`config.mk`:
```
export PLATFORM = sky130hd
export DESIGN_NAME = dac_playback_seq
export DESIGN_NICKNAME = d
export VERILOG_FILES = /design/src/rtl/dac_playback_seq.sv
export SDC_FILE = /design/constraint.sdc
export NUM_CORES = 1
export LEC_CHECK = 0
export BUFFER_PORTS_ARGS = -buffer_cell sky130_fd_sc_hd__buf_2
export CORE_MARGIN = 10
export CORE_UTILIZATION = 60
export CTS_BUF_LIST = sky130_fd_sc_hd__clkbuf_8
export DETAILED_ROUTE_END_ITERATION = 12
export GPL_TIMING_DRIVEN = 1
export PLACE_DENSITY = 0.78
export SLEW_MARGIN = 5
export SYNTH_ARGS = -nofsm -noshare
export SYNTH_HDL_FRONTEND = slang
export SYNTH_SLANG_ARGS = --single-unit
export TNS_END_PERCENT = 5
```
`constraint.sdc`:
```
create_clock -name clk -period 7.05 [get_ports clk]
set_input_delay 1.41 -clock clk [delete_from_list [all_inputs] [get_ports clk]]
set_output_delay 1.41 -clock clk [all_outputs]
set_load 0.005 [all_outputs]
```
`src/rtl/dac_playback_seq.sv`:
```
module dac_playback_seq #(
  parameter int DEPTH = 16,
  parameter int DW    = 16
) (
  input  logic        clk,
  input  logic        rst_n,
  input  logic        reg_we,
  input  logic [1:0]  reg_addr,
  input  logic [31:0] reg_wdata,
  output logic [31:0] reg_rdata,
  input  logic        ext_start,
  output logic [DW-1:0] dac_code,
  output logic        dac_strobe,
  output logic        irq
);
  localparam int AW = (DEPTH > 1) ? $clog2(DEPTH) : 1;
  localparam int CW = $clog2(DEPTH + 1);

  logic [3:0]  ae_thr, af_thr;
  logic [2:0]  interp;
  logic [1:0]  smode, omode;
  logic        gray_byp;
  logic [15:0] rate_cnt, samp_cnt;
  logic        f_done, f_uf, f_ae, en_done, en_uf;
  logic [DW-1:0] mem [DEPTH];
  logic [AW-1:0] wptr, rptr;
  logic [CW-1:0] count;
  logic        active, ae_prev;
  logic [15:0] timer, remain;

  wire wr_ctrl  = reg_we && reg_addr == 2'd0;
  wire wr_rate  = reg_we && reg_addr == 2'd1;
  wire wr_int   = reg_we && reg_addr == 2'd2;
  wire wr_fifo  = reg_we && reg_addr == 2'd3;
  wire soft_rst = wr_ctrl && reg_wdata[31];
  wire cpu_go   = wr_ctrl && reg_wdata[20];

  wire empty    = count == '0;
  wire full     = count == CW'(DEPTH);
  wire ae_now   = count <= CW'(ae_thr);
  wire af_now   = count >  CW'(af_thr);

  wire push     = wr_fifo && !full;
  wire tick     = active && timer == '0 && !soft_rst;
  wire pop      = tick && !empty;
  wire underrun = tick && empty;
  wire last     = tick && (omode == 2'd1 || (omode == 2'd3 && remain <= 16'd1));
  wire start_ok = !active && !soft_rst &&
                  ((smode == 2'd0 && !empty) ||
                   (smode == 2'd1 && ext_start) ||
                   (smode == 2'd2 && cpu_go));
  wire [15:0] period_m1 = (rate_cnt == '0) ? 16'd0 : rate_cnt - 16'd1;

  wire [DW-1:0] head      = mem[rptr];
  wire [DW-1:0] code_next = gray_byp ? head : (head ^ (head >> 1));

  function automatic logic [AW-1:0] inc_ptr(input logic [AW-1:0] p);
    return (p == AW'(DEPTH - 1)) ? '0 : p + 1'b1;
  endfunction

  always_ff @(posedge clk or negedge rst_n) begin
    if (!rst_n) begin
      ae_thr <= '0; af_thr <= '0; interp <= '0; smode <= '0;
      omode <= '0; gray_byp <= 1'b0; rate_cnt <= '0; samp_cnt <= '0;
      en_done <= 1'b0; en_uf <= 1'b0;
    end else begin
      if (wr_ctrl) begin
        ae_thr   <= reg_wdata[3:0];
        interp   <= reg_wdata[10:8];
        af_thr   <= reg_wdata[15:12];
        smode    <= reg_wdata[17:16];
        gray_byp <= reg_wdata[19];
        omode    <= reg_wdata[25:24];
      end
      if (wr_rate) begin
        rate_cnt <= reg_wdata[15:0];
        samp_cnt <= reg_wdata[31:16];
      end
      if (wr_int) begin
        en_done <= reg_wdata[16];
        en_uf   <= reg_wdata[17];
      end
    end
  end

  always_ff @(posedge clk or negedge rst_n) begin
    if (!rst_n) begin
      f_done <= 1'b0; f_uf <= 1'b0; f_ae <= 1'b0; ae_prev <= 1'b1;
    end else begin
      ae_prev <= ae_now;
      f_done  <= (f_done & ~(wr_int & reg_wdata[0])) | last;
      f_uf    <= (f_uf   & ~(wr_int & reg_wdata[1])) | underrun;
      f_ae    <= (f_ae   & ~(wr_int & reg_wdata[2])) | (ae_now & ~ae_prev);
    end
  end

  always_ff @(posedge clk) begin
    if (push) mem[wptr] <= reg_wdata[DW-1:0];
  end

  always_ff @(posedge clk or negedge rst_n) begin
    if (!rst_n) begin
      wptr <= '0; rptr <= '0; count <= '0;
    end else if (soft_rst) begin
      wptr <= '0; rptr <= '0; count <= '0;
    end else begin
      if (push) wptr <= inc_ptr(wptr);
      if (pop)  rptr <= inc_ptr(rptr);
      count <= count + CW'(push) - CW'(pop);
    end
  end

  always_ff @(posedge clk or negedge rst_n) begin
    if (!rst_n) begin
      active <= 1'b0; timer <= '0; remain <= '0;
    end else if (soft_rst) begin
      active <= 1'b0;
    end else if (start_ok) begin
      active <= 1'b1;
      timer  <= period_m1;
      remain <= (samp_cnt == '0) ? 16'd1 : samp_cnt;
    end else if (tick) begin
      if (last) active <= 1'b0;
      timer  <= period_m1;
      remain <= remain - 16'd1;
    end else if (active) begin
      timer <= timer - 16'd1;
    end
  end

  always_ff @(posedge clk or negedge rst_n) begin
    if (!rst_n) begin
      dac_code <= '0; dac_strobe <= 1'b0;
    end else begin
      dac_strobe <= pop;
      if (pop) dac_code <= code_next;
    end
  end

  assign irq = (f_done & en_done) | (f_uf & en_uf);

  always_comb begin
    reg_rdata = '0;
    case (reg_addr)
      2'd0: begin
        reg_rdata[3:0]   = ae_thr;
        reg_rdata[5]     = af_now;
        reg_rdata[6]     = empty;
        reg_rdata[7]     = ae_now;
        reg_rdata[10:8]  = interp;
        reg_rdata[15:12] = af_thr;
        reg_rdata[17:16] = smode;
        reg_rdata[18]    = active;
        reg_rdata[19]    = gray_byp;
        reg_rdata[25:24] = omode;
      end
      2'd1: reg_rdata = {samp_cnt, rate_cnt};
      2'd2: begin
        reg_rdata[0]  = f_done;
        reg_rdata[1]  = f_uf;
        reg_rdata[2]  = f_ae;
        reg_rdata[16] = en_done;
        reg_rdata[17] = en_uf;
      end
      default: reg_rdata = 32'(count);
    endcase
  end
endmodule

```
==> Word level (Yosys, flattened, before mapping) <==
Memories as Yosys holds them, arrays and structs flattened.
Index checks and enable logic that the tools add are counted.
{ "classes": {"n_addsub": 7, "multipliers": 0, "div": 0, "n_lt_le_gt_ge": 3, "n_eq_ne": 10, "shifts": 0, "n_mux": 32, "n_bitwise": 19, "reduce_logical": 41} }
{ "op_table": {"columns": ["operator", "n"], "rows": [
  ["$mux 16", 8],
  ["$logic_not 16->1", 3],
  ["$sub 16x1->16 const B", 3],
  ["$mux 4", 7],
  ["$logic_and 1x1->1", 18],
  ["$le 16x1->1 const B", 1],
  ["$xor 16x15->16", 1],
  ["$pmux 6 s2", 1],
  ["$and 1x1->1", 9],
  ["$pmux 3 s3", 1],
  ["$reduce_bool 3->1", 3],
  ["$add 4x1->4 const B", 2],
  ["$eq 2x2->1 const B", 4],
  ["$eq 4x4->1 const B", 2],
  ["$pmux 2 s2", 2],
  ["$pmux 4 s2", 1],
  ["$mux 1", 7],
  ["$eq 2x1->1 const B", 3],
  ["$mux 6", 1],
  ["$pmux 2 s3", 1],
  ["$reduce_and 2->1", 3],
  ["$reduce_bool 2->1", 3],
  ["$add 5x1->5", 1],
  ["$eq 5x5->1 const B", 1],
  ["other kinds (13)", 26]
]} }
{ "totals": {"register_bits": 117, "latchBits": 0, "ram_bits": 256, "mem_bits_ro": 0, "inputBits": 38, "n_memories": 1} }
{ "mem_list": {"columns": ["name", "words", "width", "rd", "rd_clocked_by_memory_dff", "wr", "line", "text"], "rows": [
  ["mem", 16, 16, 1, 0, 1, "25", "logic [DW-1:0] mem [DEPTH];"]
]} }

==> Depth between registers and ports, before layout <==
Gate-level depths: netlist of run 1.
{ "depth": {"depth_word": 10, "depth_mapped": 18, "ltp_nobuf": 16} }

==> Worst setup path after synthesis of run 1 <==
No wires, ideal clock.
{ "synth_timing": {"kind": "input-to-reg", "start": "in reg_addr[1]", "end": "reg count[4]", "setup_time_ns": 0.136, "arrival_time_ns": 4.176, "required_time_ns": 6.914, "path_slack_ns": 2.738, "cell_stages": 17, "path_buffers": 2, "path_cell_list": "clkbuf_1 nand4bb_1 nand2_1 nor4_1 nand2_1 clkbuf_1 inv_1 ha_1 inv_1 ha_1 inv_1 fa_1 inv_1 a21oi_1 nor2_1 or3_1 a21oi_1"} }
{ "synth_via": {"elab_chain_cells": 8} }
{ "synth_rtl": {"columns": ["item", "line", "text"], "rows": [
  ["start: declaration", "8", "input logic [1:0] reg_addr,"],
  ["$logic_not 2->1", "31", "wire wr_ctrl = reg_we && reg_addr == 2'd0;"],
  ["$logic_and 1x1->1", "31", null],
  ["$logic_and 1x1->1", "35", "wire soft_rst = wr_ctrl && reg_wdata[31];"],
  ["$logic_not 1->1", "44", "wire tick = active && timer == '0 && !soft_rst;"],
  ["$logic_and 1x1->1", "44", null],
  ["$logic_and 1x1->1", "45", "wire pop = tick && !empty;"],
  ["via pop", "45", null],
  ["$sub 5x1->5", "109", "count <= count + CW'(push) - CW'(pop);"],
  ["$mux 5", "104", "end else if (soft_rst) begin"],
  ["end signal: assignment", "109", null],
  ["end: declaration", "27", "logic [CW-1:0] count;"]
]} }
The timed path passes the listed nets, and every way through them passes these cells.
A chain may end at the register's enable or synchronous reset.

==> Worst setup path after layout of run 1 <==
{ "layout_timing": {"start": "in reg_addr[0]", "end": "reg count[4]"} }
Same word-level chain as after synthesis.

==> flow_summary.json, run 1 <==
{
  "status": "finished, final reports clean",
  "yosysTopAreaCell": "edfxtp_1",
  "syn-mean-instance-area_um2": 14.8,
  "rr_startpoint": "timer[12]$_DFFE_PN0P_",
  "final_max_slew_viol_count": 0,
  "cp_cell_sequence": "buf_2 -> nand4bb_1 -> nand2_1 -> nor4_1 -> nand2_1 -> inv_1 -> ha_1 -> inv_1 -> ha_1 -> inv_1 -> fa_1 -> inv_1 -> a21oi_1 -> nor2_1 -> o21ai_0 -> a21oi_1",
  "yosysMostFrequentCell": "edfxtp_1",
  "vdd.ir_drop.worst_mv": 0.155,
  "path_delay_family": "simple AND/OR/NAND/NOR gates",
  "clk_pin_slew_ns": 0.06,
  "crit_top_cell": "inv_1",
  "rows": 60,
  "min_period_over_period_pct": 68.6,
  "fmax_mhz": 207,
  "yosys_warnings": 0,
  "rr_worst_depth": 15,
  "crit_path_top_delay_cell": "nor4_1",
  "slew_headroom_pct": 24.3,
  "yosys-top-cells-count": "edfxtp_1, dfrtp_1, nand2_1",
  "syn_nets": 1165,
  "seq_area_frac_synth_pct": 65.1,
  "io_buffers": 87,
  "die_y_um": 185,
  "path_buf_inv": 5,
  "switching_share_pct": 28.4,
  "cts-root-buf": "clkbuf_8",
  "cts_tree": "yes",
  "firstDrtPassIters": 6,
  "antenna_found_initial": 1,
  "die-area_um2": 34200,
  "async_flop_share_pct": 31.4,
  "hold_viol": 0,
  "synth_edf_count": 256,
  "cp-startpoint": "reg_addr[0]",
  "insertedDiodeCount": 0,
  "cts.sinks": 373,
  "p_sw_mw": 1.49,
  "cp.required_ns": 7.58,
  "max-cap-violations": 0,
  "hp-class": "reg -> reg",
  "r2r_end": "count[4]$_DFF_PN0_",
  "wl_per_cell_um": 23.6,
  "drive_above_1_share_pct": 23.4,
  "die-width_um": 185,
  "path_depth": 16,
  "power_density_nw_per_um2": 289,
  "gr-total-overflow": 0,
  "critPathLaunchType": "input port",
  "num_vias": 10100,
  "rsz0062_at_grt": "false",
  "synth_area_leaders": "edfxtp_1, dfrtp_1, mux4_2",
  "ff2ff_setup_slack_ns": 2.68,
  "synth-seq-cells": 373,
  "postCtsSetupRepairBufs": 0,
  "p_leak_nw": 6.72,
  "drc": 0,
  "crit_type": "in -> reg",
  "post-route-min-period_ns": 4.84,
  "seq_power_share_pct": 53.1,
  "cts.path.max_buffers": 3,
  "finalClockSkew_ns": 0.0332,
  "gp_congestion": 0.913,
  "critical_path_arrival_ns": 5.37,
  "setup_violations": 0,
  "cts_inserted_buffers": 58,
  "p_comb_share_pct": 15.7,
  "nets": 1271,
  "cts.repair.resized": 0,
  "timing.critical_path.to": "count[4]$_DFF_PN0_",
  "grt_util_all_layers_pct": 22.6,
  "synth_cells": 1102,
  "worstPathMaxFanout": 31,
  "dp_hpwl_um": 24100,
  "insertion_delay_ns": 0.60,
  "synthFlopType": "edfxtp_1",
  "io_pins": 88,
  "cp-end-kind": "flip-flop",
  "dpl_worst_slack_ns": 1.63,
  "grt_pass1_wl_um": 59600,
  "yosysUniqueCellTypes": 70,
  "grt_pass1_vias": 10400,
  "fin_setup_tns_ns": 0,
  "vias_per_cell": 6.35,
  "slowest_delay_ns": 0.71,
  "drtAntennaViolNets": 0,
  "grt_max_degree": 75,
  "p_int_mw": 3.75,
  "clock_power_share_pct": 31.3,
  "h-tree-depth": 2,
  "area_growth_pct": 11.0,
  "fin_ws_ns": 2.21,
  "core-area_um2": 26900,
  "holdBufCountCts": 0,
  "wirelength_um": 37700,
  "drt_iter0_drc": 1021,
  "synth.top_cell.area_share_pct": 47.1,
  "initial_core_util_pct": 60.7,
  "tightest_slew_ns": 1.14,
  "syn_area_um2": 16300
}
-- worst min-delay path: cells and delay by family, from the launching register on --
kind / cells / cell delay [ns]
AO/OA/AOI/OAI: 1 / 0.06
flip-flops: 1 / 0.34
AND/OR/NAND/NOR: 1 / 0.05
-- power groups by stage --
stage	sequential, mW	combinational (mW)	clock [mW]
floorplan	2.73	0.602	0
global placement	2.80	0.787	0
detailed placement	2.81	0.812	0
CTS	2.77	0.818	1.66
global route	2.80	0.924	1.76
finish	2.78	0.819	1.64
-- per-stage QoR --
stage | hold slack [ns] | power [mW] | cell area [um2] | utilization (%) | cells
2_1_floorplan | 0.460 | 3.33 | 16300 | - | 1102
3_3_place_gp | 0.470 | 3.59 | 17100 | 63.4 | 1489
3_5_place_dp | 0.476 | 3.62 | 17100 | 63.4 | 1489
4_1_cts | 0.489 | 5.24 | 18100 | 67.4 | 1595
5_1_grt | 0.505 | 5.49 | 18100 | 67.4 | 1595
6_report | 0.483 | 5.23 | 18100 | 67.4 | 1595
-- sequential cells by signal (all words and copies together), names as in the netlist, 2 cells and up --
register and cells:
omode 2, samp_cnt 16, wptr 4, dac_code 16
remain 16, smode 2, interp 3, count 5
mem 256, ae_thr 4, timer 16, rptr 4
rate_cnt 16, af_thr 4
-- layout by cell type (no fill, tap or decap), types with 19 or more instances in the layout --
master,netlist,routed
inv_1,35,69
clkbuf_8,0,64
o21ai_0,52,52
a21oi_1,32,32
mux4_2,64,64
nand3_1,22,22
xnor2_1,25,25
dfrtp_1,116,114
mux2i_1,19,19
edfxtp_1,256,256
and2_1,26,26
mux2_2,47,47
ha_1,24,24
nor2_1,48,47
a22oi_1,29,29
nand2_1,88,88
buf_2,7,86
-- how the worst min path moves through the flow --
stage / start / endpoint / slack, ns / cells after the start
after detailed placement: dac_code[5]$_DFFE_PN0P_ / dac_code[5]$_DFFE_PN0P_ / 0.48 / 2
after floorplan: timer[14]$_DFFE_PN0P_ / timer[14]$_DFFE_PN0P_ / 0.46 / 1
after global routing: timer[14]$_DFFE_PN0P_ / timer[14]$_DFFE_PN0P_ / 0.51 / 1
after global placement: dac_code[13]$_DFFE_PN0P_ / dac_code[13]$_DFFE_PN0P_ / 0.47 / 2
after CTS: dac_code[5]$_DFFE_PN0P_ / dac_code[5]$_DFFE_PN0P_ / 0.49 / 2
final: dac_code[5]$_DFFE_PN0P_ / dac_code[5]$_DFFE_PN0P_ / 0.48 / 2
-- cells by family (layout without fill, tap and decap cells) --
family	after synthesis	after routing	synth area share (%)
AOI/OAI and AO/OA	172	172	6.77
xor gates and xnor gates	38	38	2.04
adders and majority gates	25	25	1.96
buffers and inverters	85	237	2.15
DFF	373	373	65.1
muxes	130	130	13.2
and+or+nand+nor	279	279	8.77
-- layer usage --
metal | GRT usage (%) | wire, um | vias up
met3 | 5.02 | 3060 | 73
met5 | 0 | 10 | -
met1 | 31.6 | 16000 | 5117
met2 | 35.2 | 17700 | 480
met4 | 6.31 | 887 | 2
li1 | - | - | 4453
-- area by class of cell --
type | count | area, um2
flip-flops and latches | 373 | 10600
clock buffers | 64 | 881
repair buffers | 96 | 505
inverters | 35 | 131
fillers | 1861 | 8770
clock inverters | 42 | 173
multi-input cells | 644 | 5370
well taps | 341 | 427
No activity file was read; power rests on OpenSTA's default activity.
==> run 2: changes to the inputs <==
==> constraint.sdc (replaced) <==
create_clock -name clk -period 4.5 [get_ports clk]
set_input_delay 0.9 -clock clk [delete_from_list [all_inputs] [get_ports clk]]
set_output_delay 0.9 -clock clk [all_outputs]
set_load 0.005 [all_outputs]
==> run 2 against run 1 <==
Effect of this change: global-route usage hardly changed; routed wire length is 0.17% higher; via count is 1.0% higher; combinational power is 61% higher; critical path depth is 8 lower; clock power is 86% higher; sequential share of layout area is 1.3 points lower; non-clock buffer count is 21 higher; register-to-register slack worse by 1.8 ns; highest routed layer is now met4.
==> flow_summary.json, run 2 (synthesis gave the netlist of run 1 again) <==
{
  "cts.repair.resized": 0,
  "cts_inserted_buffers": 59,
  "dpl_worst_slack_ns": 0.674,
  "rsz0062_at_grt": "false",
  "top_register": "mem",
  "power_density_nw_per_um2": 471,
  "setup_violations": 0,
  "cp.required_ns": 3.60,
  "die-width_um": 185,
  "largest_reg_flops": 256,
  "post-route-min-period_ns": 3.98,
  "min_period_over_period_pct": 88.5,
  "dp_cells": 1510,
  "insertedDiodeCount": 0,
  "crit_type": "reg -> out",
  "critical_path_arrival_ns": 3.08,
  "clk_pin_slew_ns": 0.07,
  "drive_above_1_share_pct": 26.0,
  "antenna_found_initial": 0,
  "postCtsSetupRepairBufs": 0,
  "layout_commonest_cell": "edfxtp_1",
  "fin_ws_ns": 0.516,
  "max-cap-violations": 0,
  "vdd.ir_drop.worst_mv": 0.285,
  "nets": 1293,
  "rr_worst_depth": 16,
  "rr_startpoint": "timer[7]$_DFFE_PN0P_",
  "cts.path.max_buffers": 3,
  "cp-end-kind": "output pin",
  "tightest_slew_ns": 1.11,
  "finalClockSkew_ns": 0.0355,
  "die-area_um2": 34200,
  "final_max_slew_viol_count": 0,
  "core-area_um2": 26900,
  "num_vias": 10200,
  "cts_tree": "yes",
  "hold_viol": 0,
  "slew_headroom_pct": 25.3,
  "p_leak_nw": 6.88,
  "cts-root-buf": "clkbuf_8",
  "io_pins": 88,
  "power_mw": 8.72,
  "wirelength_um": 37700,
  "initial_core_util_pct": 60.7,
  "grt_pass1_wl_um": 59700,
  "wl_per_cell_um": 23.3,
  "status": "finished, final reports clean",
  "place_area_um2": 17200,
  "fin_cells": 1620,
  "fin_setup_tns_ns": 0,
  "fmax_mhz": 251,
  "grt_util_all_layers_pct": 22.6,
  "dp_hpwl_um": 25200,
  "worstPathMaxFanout": 8,
  "rows": 60,
  "grt_pass1_vias": 10700,
  "grt_max_degree": 49,
  "gr-total-overflow": 0,
  "final_cell_mix": "edfxtp_1, dfrtp_1, nand2_1",
  "r2r_end": "count[4]$_DFF_PN0_",
  "die_y_um": 185,
  "drtAntennaViolNets": 0,
  "gp_congestion": 0.909,
  "h-tree-depth": 2,
  "critPathLaunchType": "flip-flop",
  "fin_util_pct": 68.9,
  "io_buffers": 87,
  "holdBufCountCts": 0,
  "firstDrtPassIters": 5,
  "fin_area_um2": 18500,
  "hold_ws_ns": 0.314,
  "vias_per_cell": 6.31,
  "hp-class": "in -> async",
  "ff2ff_setup_slack_ns": 0.87,
  "drt_iter0_drc": 894,
  "insertion_delay_ns": 0.61,
  "cts.sinks": 373,
  "drc": 0,
  "area_growth_pct": 13.5
}
==> run 2: changes by cell type in the layout (fill, tap and decap cells not counted), moves of 2 or more <==
cell	previous run	this run
inv_1	69	49
buf_4	10	29
clkinv_2	2	10
clkbuf_8	64	71
bufinv_16	0	5
clkinv_1	4	8
buf_12	0	2
==> run 2: final cells by class <==
| cell class | instances | area [um2] |
|---|---|---|
| clock buffers | 71 | 977 |
| clock inverters | 39 | 310 |
| fillers | 1806 | 8360 |
| inverters | 35 | 131 |
| multi-input cells | 644 | 5360 |
| flip-flops and latches | 373 | 10600 |
| well taps | 341 | 427 |
| repair buffers | 117 | 688 |
==> run 2: power by group <==
group,switching [mW],leakage [nW],total [mW],internal [mW]
combinational,0.739,2.41,1.32,0.583
sequential,0.356,3.75,4.35,3.99
clock,1.32,0.720,3.05,1.72
==> run 2: worst max path at each step <==
stage / from / end / slack (ns) / cells after the start
after floorplan: reg_addr[1] / count[4]$_DFF_PN0_ / 0.70 / 17
after global placement: reg_addr[0] / count[4]$_DFF_PN0_ / 0.71 / 15
after detailed placement: reg_addr[0] / count[4]$_DFF_PN0_ / 0.67 / 15
after CTS: count[1]$_DFF_PN0_ / reg_rdata[7] / 0.52 / 8
after global routing: count[1]$_DFF_PN0_ / reg_rdata[7] / 0.43 / 8
final: count[1]$_DFF_PN0_ / reg_rdata[7] / 0.52 / 8
==> run 2: worst max-delay path, cell delays in order (launching register included) <==
cell and delay (ns):
dfrtp_1 0.55, ha_1 0.31, nor2b_1 0.14, o21a_1 0.17
o21a_1 0.16, o21ai_0 0.27, or3b_2 0.50, a21oi_1 0.25
buf_2 0.16
==> run 2: metal layers <==
layer,track usage [%],routed length (um)
met1,30.5,15800
met2,35.5,18000
met3,5.02,2910
met4,8.19,1080
met5,0,0
